--- src/rtl/halt_dma_pkg.sv ---
package halt_dma_pkg;
  typedef enum logic [1:0] {
    ST_IDLE = 2'd0,
    ST_REQ  = 2'd1,
    ST_RD   = 2'd2,
    ST_WR   = 2'd3
  } dma_state_e;

  localparam int MODE_GO      = 0;
  localparam int MODE_SRC_INC = 1;
  localparam int MODE_DST_INC = 2;
  localparam int STAT_BUSY    = 0;
  localparam int STAT_DONE    = 1;
endpackage

--- src/rtl/halt_dma_rst_sync.sv ---
module halt_dma_rst_sync #(
  parameter int STAGES = 2
) (
  input  logic clk,
  input  logic rst_n_in,
  output logic rst_n_out
);
  logic [STAGES-1:0] sync_q;
  logic [STAGES-1:0] sync_d;

  always_comb sync_d = {sync_q[STAGES-2:0], 1'b1};

  always_ff @(posedge clk or negedge rst_n_in) begin
    if (!rst_n_in) sync_q <= '0;
    else           sync_q <= sync_d;
  end

  assign rst_n_out = sync_q[STAGES-1];
endmodule

--- src/rtl/halt_dma_cnt.sv ---
module halt_dma_cnt #(
  parameter int W          = 20,
  parameter bit COUNT_DOWN = 1'b0,
  localparam int NB    = (W + 7) / 8,
  localparam int IDX_W = (NB > 1) ? $clog2(NB) : 1
) (
  input  logic             clk,
  input  logic             rst_n,
  input  logic             wr_en,
  input  logic [IDX_W-1:0] wr_idx,
  input  logic [7:0]       wr_byte,
  input  logic             step,
  output logic [W-1:0]     value
);
  logic [W-1:0] val_q;
  logic [W-1:0] val_d;
  logic         val_en;

  always_comb begin
    val_d = val_q;
    if (wr_en) begin
      for (int i = 0; i < W; i++) begin
        if (wr_idx == IDX_W'(i / 8)) val_d[i] = wr_byte[i % 8];
      end
    end else if (step) begin
      val_d = COUNT_DOWN ? (val_q - W'(1)) : (val_q + W'(1));
    end
  end

  assign val_en = wr_en | step;

  always_ff @(posedge clk or negedge rst_n) begin
    if (!rst_n)      val_q <= '0;
    else if (val_en) val_q <= val_d;
  end

  assign value = val_q;
endmodule

--- src/rtl/halt_dma_seq.sv ---
module halt_dma_seq
  import halt_dma_pkg::*;
(
  input  logic clk,
  input  logic rst_n,
  input  logic go,
  input  logic cnt_zero,
  input  logic cnt_last,
  input  logic halt_ack,
  output logic busy,
  output logic bus_rd,
  output logic bus_wr,
  output logic done_set
);
  dma_state_e state_q;
  dma_state_e state_d;

  always_comb begin
    state_d  = state_q;
    done_set = 1'b0;
    unique case (state_q)
      ST_IDLE: begin
        if (go) begin
          if (cnt_zero) done_set = 1'b1;
          else          state_d  = ST_REQ;
        end
      end
      ST_REQ: if (halt_ack) state_d = ST_RD;
      ST_RD:  if (halt_ack) state_d = ST_WR;
      ST_WR: begin
        if (halt_ack) begin
          if (cnt_last) begin
            state_d  = ST_IDLE;
            done_set = 1'b1;
          end else begin
            state_d  = ST_RD;
          end
        end
      end
      default: state_d = ST_IDLE;
    endcase
  end

  always_ff @(posedge clk or negedge rst_n) begin
    if (!rst_n) state_q <= ST_IDLE;
    else        state_q <= state_d;
  end

  assign busy   = (state_q != ST_IDLE);
  assign bus_rd = (state_q == ST_RD) && halt_ack;
  assign bus_wr = (state_q == ST_WR) && halt_ack;
endmodule

--- src/rtl/halt_dma.sv ---
module halt_dma
  import halt_dma_pkg::*;
#(
  parameter int ADDR_W = 20,
  parameter int LEN_W  = 16,
  parameter int REG_AW = 4
) (
  input  logic              clk,
  input  logic              rst_n,
  input  logic [REG_AW-1:0] reg_sel,
  input  logic              reg_wr,
  input  logic [7:0]        reg_wdata,
  output logic [7:0]        reg_rdata,
  output logic              irq,
  output logic              halt_req,
  input  logic              halt_ack,
  output logic [ADDR_W-1:0] mem_addr,
  output logic              mem_rd,
  output logic              mem_wr,
  input  logic [7:0]        mem_rdata,
  output logic [7:0]        mem_wdata
);
  localparam int NB_A    = (ADDR_W + 7) / 8;
  localparam int NB_L    = (LEN_W + 7) / 8;
  localparam int AIDX_W  = (NB_A > 1) ? $clog2(NB_A) : 1;
  localparam int LIDX_W  = (NB_L > 1) ? $clog2(NB_L) : 1;
  localparam int LEN_OFS = 2 * NB_A;
  localparam int CTL_OFS = LEN_OFS + NB_L;
  localparam int STS_OFS = CTL_OFS + 1;

  logic              rst_n_i;
  logic              busy;
  logic              bus_rd;
  logic              bus_wr;
  logic              done_set;
  logic              cfg_wr;
  logic              ctl_we;
  logic              go;
  logic              sts_clr;
  logic              src_inc_q;
  logic              dst_inc_q;
  logic              done_q;
  logic              done_d;
  logic              done_en;
  logic [7:0]        hold_q;
  logic [ADDR_W-1:0] ptr_val [2];
  logic [1:0]        ptr_step;
  logic [LEN_W-1:0]  len_val;
  logic              len_hit;
  logic [LIDX_W-1:0] len_idx;
  logic [7:0]        rd_d;
  int                sel_i;

  halt_dma_rst_sync #(.STAGES(2)) u_rst_sync (
    .clk       (clk),
    .rst_n_in  (rst_n),
    .rst_n_out (rst_n_i)
  );

  assign sel_i   = int'(reg_sel);
  assign cfg_wr  = reg_wr && !busy;
  assign ctl_we  = cfg_wr && (sel_i == CTL_OFS);
  assign go      = ctl_we && reg_wdata[MODE_GO];
  assign sts_clr = reg_wr && (sel_i == STS_OFS) && reg_wdata[STAT_DONE];

  assign ptr_step[0] = bus_rd && src_inc_q;
  assign ptr_step[1] = bus_wr && dst_inc_q;

  // Pointer 0 is the source, pointer 1 the destination; same counter, new base offset.
  for (genvar c = 0; c < 2; c++) begin : g_ptr
    localparam int BASE = c * NB_A;
    logic              hit;
    logic [AIDX_W-1:0] idx;
    always_comb begin
      hit = cfg_wr && (sel_i >= BASE) && (sel_i < BASE + NB_A);
      idx = AIDX_W'(sel_i - BASE);
    end
    halt_dma_cnt #(.W(ADDR_W), .COUNT_DOWN(1'b0)) u_ptr (
      .clk     (clk),
      .rst_n   (rst_n_i),
      .wr_en   (hit),
      .wr_idx  (idx),
      .wr_byte (reg_wdata),
      .step    (ptr_step[c]),
      .value   (ptr_val[c])
    );
  end

  always_comb begin
    len_hit = cfg_wr && (sel_i >= LEN_OFS) && (sel_i < LEN_OFS + NB_L);
    len_idx = LIDX_W'(sel_i - LEN_OFS);
  end

  halt_dma_cnt #(.W(LEN_W), .COUNT_DOWN(1'b1)) u_len (
    .clk     (clk),
    .rst_n   (rst_n_i),
    .wr_en   (len_hit),
    .wr_idx  (len_idx),
    .wr_byte (reg_wdata),
    .step    (bus_wr),
    .value   (len_val)
  );

  halt_dma_seq u_seq (
    .clk      (clk),
    .rst_n    (rst_n_i),
    .go       (go),
    .cnt_zero (len_val == '0),
    .cnt_last (len_val == LEN_W'(1)),
    .halt_ack (halt_ack),
    .busy     (busy),
    .bus_rd   (bus_rd),
    .bus_wr   (bus_wr),
    .done_set (done_set)
  );

  // Mode bits
  always_ff @(posedge clk or negedge rst_n_i) begin
    if (!rst_n_i) begin
      src_inc_q <= 1'b0;
      dst_inc_q <= 1'b0;
    end else if (ctl_we) begin
      src_inc_q <= reg_wdata[MODE_SRC_INC];
      dst_inc_q <= reg_wdata[MODE_DST_INC];
    end
  end

  // Done flag: completion wins over a clear in the same cycle
  always_comb begin
    done_en = done_set | sts_clr | go;
    done_d  = done_set;
  end

  always_ff @(posedge clk or negedge rst_n_i) begin
    if (!rst_n_i)     done_q <= 1'b0;
    else if (done_en) done_q <= done_d;
  end

  // Byte holding register between the read and the write
  always_ff @(posedge clk or negedge rst_n_i) begin
    if (!rst_n_i)    hold_q <= '0;
    else if (bus_rd) hold_q <= mem_rdata;
  end

  // Register read-back
  always_comb begin
    rd_d = '0;
    for (int i = 0; i < ADDR_W; i++) begin
      if (sel_i == i / 8)        rd_d[i % 8] = ptr_val[0][i];
      if (sel_i == NB_A + i / 8) rd_d[i % 8] = ptr_val[1][i];
    end
    for (int i = 0; i < LEN_W; i++) begin
      if (sel_i == LEN_OFS + i / 8) rd_d[i % 8] = len_val[i];
    end
    if (sel_i == CTL_OFS) begin
      rd_d[MODE_SRC_INC] = src_inc_q;
      rd_d[MODE_DST_INC] = dst_inc_q;
    end
    if (sel_i == STS_OFS) begin
      rd_d[STAT_BUSY] = busy;
      rd_d[STAT_DONE] = done_q;
    end
  end

  assign reg_rdata = rd_d;
  assign irq       = done_q;
  assign halt_req  = busy;
  assign mem_rd    = bus_rd;
  assign mem_wr    = bus_wr;
  assign mem_addr  = bus_wr ? ptr_val[1] : ptr_val[0];
  assign mem_wdata = hold_q;
endmodule

--- config.mk ---
export PLATFORM = sky130hd
export DESIGN_NAME = halt_dma
export DESIGN_NICKNAME = d
export VERILOG_FILES = /design/src/rtl/halt_dma_pkg.sv /design/src/rtl/halt_dma_rst_sync.sv /design/src/rtl/halt_dma_cnt.sv /design/src/rtl/halt_dma_seq.sv /design/src/rtl/halt_dma.sv
export SDC_FILE = /design/constraint.sdc
export NUM_CORES = 1
export LEC_CHECK = 0
export BUFFER_PORTS_ARGS = -buffer_cell sky130_fd_sc_hd__buf_2
export CORE_MARGIN = 2
export CORE_UTILIZATION = 52
export CTS_CLUSTER_SIZE = 20
export DETAILED_ROUTE_END_ITERATION = 10
export PLACE_DENSITY = 0.77
export RECOVER_POWER = 100
export SETUP_SLACK_MARGIN = 0.3
export SLEW_MARGIN = 0
export SYNTH_ARGS = -nofsm -noshare
export SYNTH_HDL_FRONTEND = slang
export SYNTH_SLANG_ARGS = --single-unit
--- constraint.sdc ---
create_clock -name clk -period 2.8 [get_ports clk]
set_clock_uncertainty 0.05 [all_clocks]
set_input_delay 0.14 -clock clk [delete_from_list [all_inputs] [get_ports clk]]
set_output_delay 0.14 -clock clk [all_outputs]
set_load 0.01 [all_outputs]
# [After elaboration in Yosys (flattened, before gate mapping)]
# Cells that the tools add are included.
[classes] n_reduce_logical=34 magnitude_cmp=6 mux=133 bitwise_logic=5 n_eq_ne=30 n_addsub=5
[ops] operator="1-bit two-way mux" count=116
[ops] operator="20-bit two-way mux" count=5
[ops] operator="20-bit by 1-bit adder with 20-bit output, second input constant" count=2
[ops] operator="32-bit zero test" count=1
[ops] operator="16-bit two-way mux" count=2
[ops] operator="2-bit != test, second input constant" count=13
[ops] operator="4-bit == test, second input constant" count=6
[ops] operator="3-bit AND reduction" count=8
[ops] operator="16-bit by 1-bit == test with 1-bit output, second input constant" count=1
[ops] operator="16-bit zero test" count=1
[ops] operator="2-bit two-way mux" count=8
[ops] operator="16-bit by 1-bit subtractor with 16-bit output, second input constant" count=1
[ops] operator="1-bit logical AND" count=15
[ops] operator="2-bit == test, second input constant" count=4
[ops] operator="4-bit by 3-bit == test with 1-bit output, second input constant" count=2
[ops] operator="2-bit case mux with 4 select lines" count=1
[ops] operator="2-bit nonzero test" count=4
[ops] operator="2-bit by 1-bit == test with 1-bit output, second input constant" count=3
[ops] operator="2-bit zero test" count=3
[ops] operator="1-bit OR" count=5
[ops] operator="5-bit AND reduction" count=1
[ops] operator="4-bit by 2-bit == test with 1-bit output, second input constant" count=1
[ops] operator="4-bit by 1-bit greater-or-equal comparator with 1-bit output, second input constant" count=1
[ops] operator="4-bit by 2-bit greater-or-equal comparator with 1-bit output, second input constant" count=1
[ops] operator="8 further kinds" count=8
[totals] wordCells=227 ff_bits=71

# [Logic depth before layout (Yosys ltp)]
[logic_depth] depth_word=11 mapped_depth=9 depth_no_buf=7

# [Cells and area by module]
# Synthesis repeated with hierarchy kept, for this count alone.
[hier_totals] hier_cells=664 area_unflattened_um2=5580.4
[by_module_without_submodules] mod="halt_dma_cnt (g_ptr[0].u_ptr ...)" cells_each=166 n_inst=2 area_each_um2=1367.6
[by_module_without_submodules] mod="halt_dma" cells_each=183 n_inst=1 area_each_um2=1501.4
[by_module_without_submodules] mod="halt_dma_cnt (u_len)" cells_each=118 n_inst=1 area_each_um2=1053.5
[by_module_without_submodules] mod="halt_dma_seq" cells_each=28 n_inst=1 area_each_um2=236.5
[by_module_without_submodules] mod="halt_dma_rst_sync" cells_each=3 n_inst=1 area_each_um2=53.8

# [Worst setup path after synthesis]
# Ideal clock, no wire load.
[synth_timing] path_type="register to register" start="register u_seq.state_q[0]" end="register g_ptr[0].u_ptr.val_q[19]" synth_period_minus_slack_ns=2.048 required_time_ns=2.629 setup_time_ns=0.121 n_path_buf=2 path_stages_with_launch=9 path_slack_ns=0.752 t_arrival_ns=1.877 path_cell_list="dfrtp_1 inv_1 ha_1 nand3b_4 or3_1 buf_6 buf_6 o22a_1 o22a_1"
[synth_between] elab_chain_len=7 word_cells_on_any_way=13 cone_classes="eq/ne: 2; mux: 1; bitwise: 1; reduce/logical: 9"
[synth_lines] element="start, declared" line_no="halt_dma_seq.sv:15" source="dma_state_e state_q;"
[synth_lines] element="start signal, assigned" line_no="halt_dma_seq.sv:46" source="else state_q <= state_d;"
[synth_lines] element="2-bit nonzero test" line_no="halt_dma_seq.sv:49" source="assign busy = (state_q != ST_IDLE);"
[synth_lines] element="1-bit zero test" line_no="halt_dma.sv:61" source="assign cfg_wr = reg_wr && !busy;"
[synth_lines] element="1-bit logical AND" line_no="halt_dma.sv:61"
[synth_lines] element="1-bit logical AND (2 in series)" line_no="halt_dma.sv:75" source="hit = cfg_wr && (sel_i >= BASE) && (sel_i < BASE + NB_A);"
[synth_lines] element="2-bit != test (no source line), or another cell as far along"
[synth_lines] element="3-bit AND reduction (no source line)"
[synth_lines] element="end signal, assigned" line_no="halt_dma_cnt.sv:34" source="else if (val_en) val_q <= val_d;"
[synth_lines] element="end, declared" line_no="halt_dma_cnt.sv:15" source="logic [W-1:0] val_q;"
# Parallel ways exist; a longest one is shown, timed or not.
# A chain may end at the register's enable or synchronous reset.

# [Worst setup path in the final report]
[layout_timing] start="register u_seq.state_q[0]" end="register g_ptr[0].u_ptr.val_q[4]"
# The elaborated chain is that of the path after synthesis.

==> key figures <==
Status
  • Status: finished clean

Global route
  • Global-route wire length before repair: 25800 um
  • Vias in the first global route: 4962
  • Total track usage: 29.8%
  • GR Overflow Total: 0
  • Largest net degree at the start of global routing: 41
  • Initial antenna violation count: 0

Synth
  • YS warnings: 0
  • Flops & latches, synth: 71
  • Most frequent cell after synthesis: dfrtp_1
  • Ys flop type: dfrtp_1
  • Post-Synthesis Cells: 608
  • Synth area leaders: dfrtp_1 (34%), mux2_2 (6.8%), nor2_1 (4.8%)
  • Simple-gate portion of the synthesized area: 20.3%
  • Syn nets: 641
  • Post-Synth Adder-Cell Area: 2.14%
  • Syn_area_per_cell: 8.66 um2
  • Number of synthesized flops with an enable pin: 0
  • Cell variety after synth: 74
  • Asr flop ratio synth: 100%
  • Xor-xnor portion of the synthesized cell area: 0%
  • Yosys top cell area share: 33.7%
  • Top cells by count, synth: dfrtp_1 (71), nor2_1 (68), a21oi_1 (49)
  • Synthesized cell area: 0.00527 mm2
  • Area leader, netlist: dfrtp_1
  • Compound-Gate Fraction of Synth Area: 27.8%
  • Multiplexer share of the synthesized area: 10.8%
  • Largest family of logic cells by synthesized area: compound AO/OA/AOI/OAI gates
  • Register area share after synthesis: 33.7%

Cells and area
  • Ant diodes: 0
  • Register Area: 0.00178 mm2
  • Nets: 697
  • Final instance area: 0.00583 mm2
  • Share of layout cells above drive strength 1: 15.2%
  • Multi-input logic area: 0.00319 mm2
  • Fillers: 921
  • Synthesis-to-layout area growth: 10.7%

Clocking
  • H-Tree Depth: 3
  • Sink Count: 71
  • CTS tree: built
  • Clock buffer count from CTS: 9
  • Worst-path clk slew: 0.08 ns
  • Worst skew pair latency: 0.37 ns
  • Clock buffer depth: 2
  • CTS root buf: clkbuf_8

Route
  • Post-DRT Antenna Nets: 0
  • Drt first pass iters: 7
  • DRC violation count after routing: 0
  • DRT iter0 DRCs: 712
  • Wirelength per Cell: 20.2 um
  • Vias: 5362
  • Routed WL: 16200 um
  • Drt via density: 6.69

Worst setup path
  • R2r setup slk: 0.32 ns
  • Worst Path Arrival: 2.68 ns
  • Worst setup path end: g_ptr[0].u_ptr.value[4]$_DFFE_PN0P_
  • Critical Path Start: u_seq.state_q[0]$_DFFE_PN0P_
  • R2r endpoint: g_ptr[0].u_ptr.value[4]$_DFFE_PN0P_
  • R2R depth: 8
  • Critical Path RT: 3.01 ns
  • CP Max Fanout: 28
  • Startpoint types: flip-flop
  • CP Capture Type: flip-flop
  • Crit Reg-Reg Startpoint: u_seq.state_q[0]$_DFFE_PN0P_
  • CP Class: flip-flop to flip-flop

STA
  • Period minus WS final: 2.48 ns
  • # setup viols final: 0
  • Rel. slew slack: 14.8%
  • Final period util: 88.4%
  • Final setup TNS: 0 ns
  • Peak Freq: 404 MHz
  • Slew Limit Fails: 0
  • Final hold viol count: 0
  • Worst Tran Pin Value: 1.28 ns
  • RSZ-0062 raised after global routing: false

Placement
  • Placer Congestion: 0.950
  • Placement Cell Area: 0.00563 mm2
  • Port Buffers: 63
  • Detailed Place HPWL: 11500 um

Floorplan
  • Die span in y: 105 um
  • Die Wd: 105 um
  • Rows: 36
  • Initial core utilization: 53.6%
  • Area of the die: 0.0109 mm2
  • # IOs: 64
  • Core area: 0.00982 mm2

Pwr
  • Static Leak: 2.37 nW
  • Worst vdd ir: 516 uV
  • Power Density: 724 mW/mm2

Worst hold path
  • HP Class: input pin to async pin

Flow run
  • Max cap viols: 0
==> report_power, final <==
| part | switching, mW | internal [mW] | leakage, nW |
|---|---|---|---|
| Sequential | 0.460 | 1.31 | 0.908 |
| Clock | 0.408 | 0.430 | 0.0981 |
| Combinational | 0.924 | 0.684 | 1.37 |
==> cells by family after synthesis <==
family | Yosys count
mux | 53
simple gates | 210
buf+inv | 52
flops | 71
fa+ha+maj | 9
other cells | 1
compound gates | 212
==> area by class of cell <==
class / instances / share of cell area [%]
multi-input cells: 485 / 54.7
flip-flops and latches: 71 / 30.5
clock buffers: 10 / 2.36
well taps: 133 / 2.86
inverters: 14 / 0.902
repair buffers: 83 / 7.62
clock inverters: 6 / 1.03
==> stage by stage <==
stage               cells  power (mW)  util [%]  hold slack [ns]  worst slack (ns)
floorplan             608        2.81         -           -0.206             0.626
global placement      777        3.32      57.3           -0.125             0.440
detailed placement    777        3.39      57.3           -0.122             0.262
CTS                   802        4.23      60.3           0.0172             0.372
global route          802        4.45      59.4           0.0408             0.159
finish                802        4.22      59.4           0.0372             0.324
==> cells in the final DEF, fill, tap and decap left out, drive strengths merged, types with 4 or more instances in the layout <==
master,instances
a2bb2oi,7
o31ai,5
o22a,21
o21a,6
nor4,8
nand4,10
clkinv,4
clkbuf,51
o22ai,15
dlygate4sd3,9
nand2,48
nand3,21
mux2i,21
buf,33
a22o,7
inv,13
or3,6
nand2b,5
a21oi,49
a22oi,7
mux2,32
ha,9
a211oi,6
a221oi,4
dfrtp,71
nor3,16
a31oi,19
o21ai,40
and3,9
nor2,69
==> state kept, by name, indices dropped and copies added, names as in the netlist <==
name	cells
u_len.value	16
mem_wdata	8
src_inc_q	1
g_ptr.u_ptr.value	40
u_rst_sync.sync_q	2
dst_inc_q	1
irq	1
u_seq.state_q	2
==> per-layer routing <==
layer | part of all wire, % | wire (um) | GRT usage (%)
met5 | 0 | 0 | 0
met2 | 46 | 7410 | 45.9
met4 | 3.4 | 556 | 11.9
met1 | 41 | 6580 | 40.6
met3 | 10 | 1660 | 6.74
==> worst min-delay path by stage <==
stage | from | end | depth (start not counted)
floorplan | rst_n | u_rst_sync.sync_q[0]$_DFF_PN0_ | 0
global placement | rst_n | u_rst_sync.sync_q[0]$_DFF_PN0_ | 1
finish | rst_n | u_rst_sync.sync_q[0]$_DFF_PN0_ | 2
detailed placement | rst_n | u_rst_sync.sync_q[0]$_DFF_PN0_ | 1
global route | rst_n | u_rst_sync.sync_q[1]$_DFF_PN0_ | 2
CTS | rst_n | u_rst_sync.sync_q[1]$_DFF_PN0_ | 2
==> what timing repair did <==
item                       in CTS  in global routing
setup buffers                   0                  0
hold buffers                    9                  0
resized for setup               1                  2
hold endpoints to repair       10                  0
setup endpoints to repair       2                 27
==> critical path, stage by stage, from the launching register on <==
cell	delay [ns]
dfrtp_1	0.41
inv_1	0.16
ha_1	0.35
nand3b_4	0.17
or3_1	0.48
buf_4	0.28
nor2_1	0.16
a31oi_1	0.06
o22a_1	0.23
No activity file was read; power rests on OpenSTA's default activity.
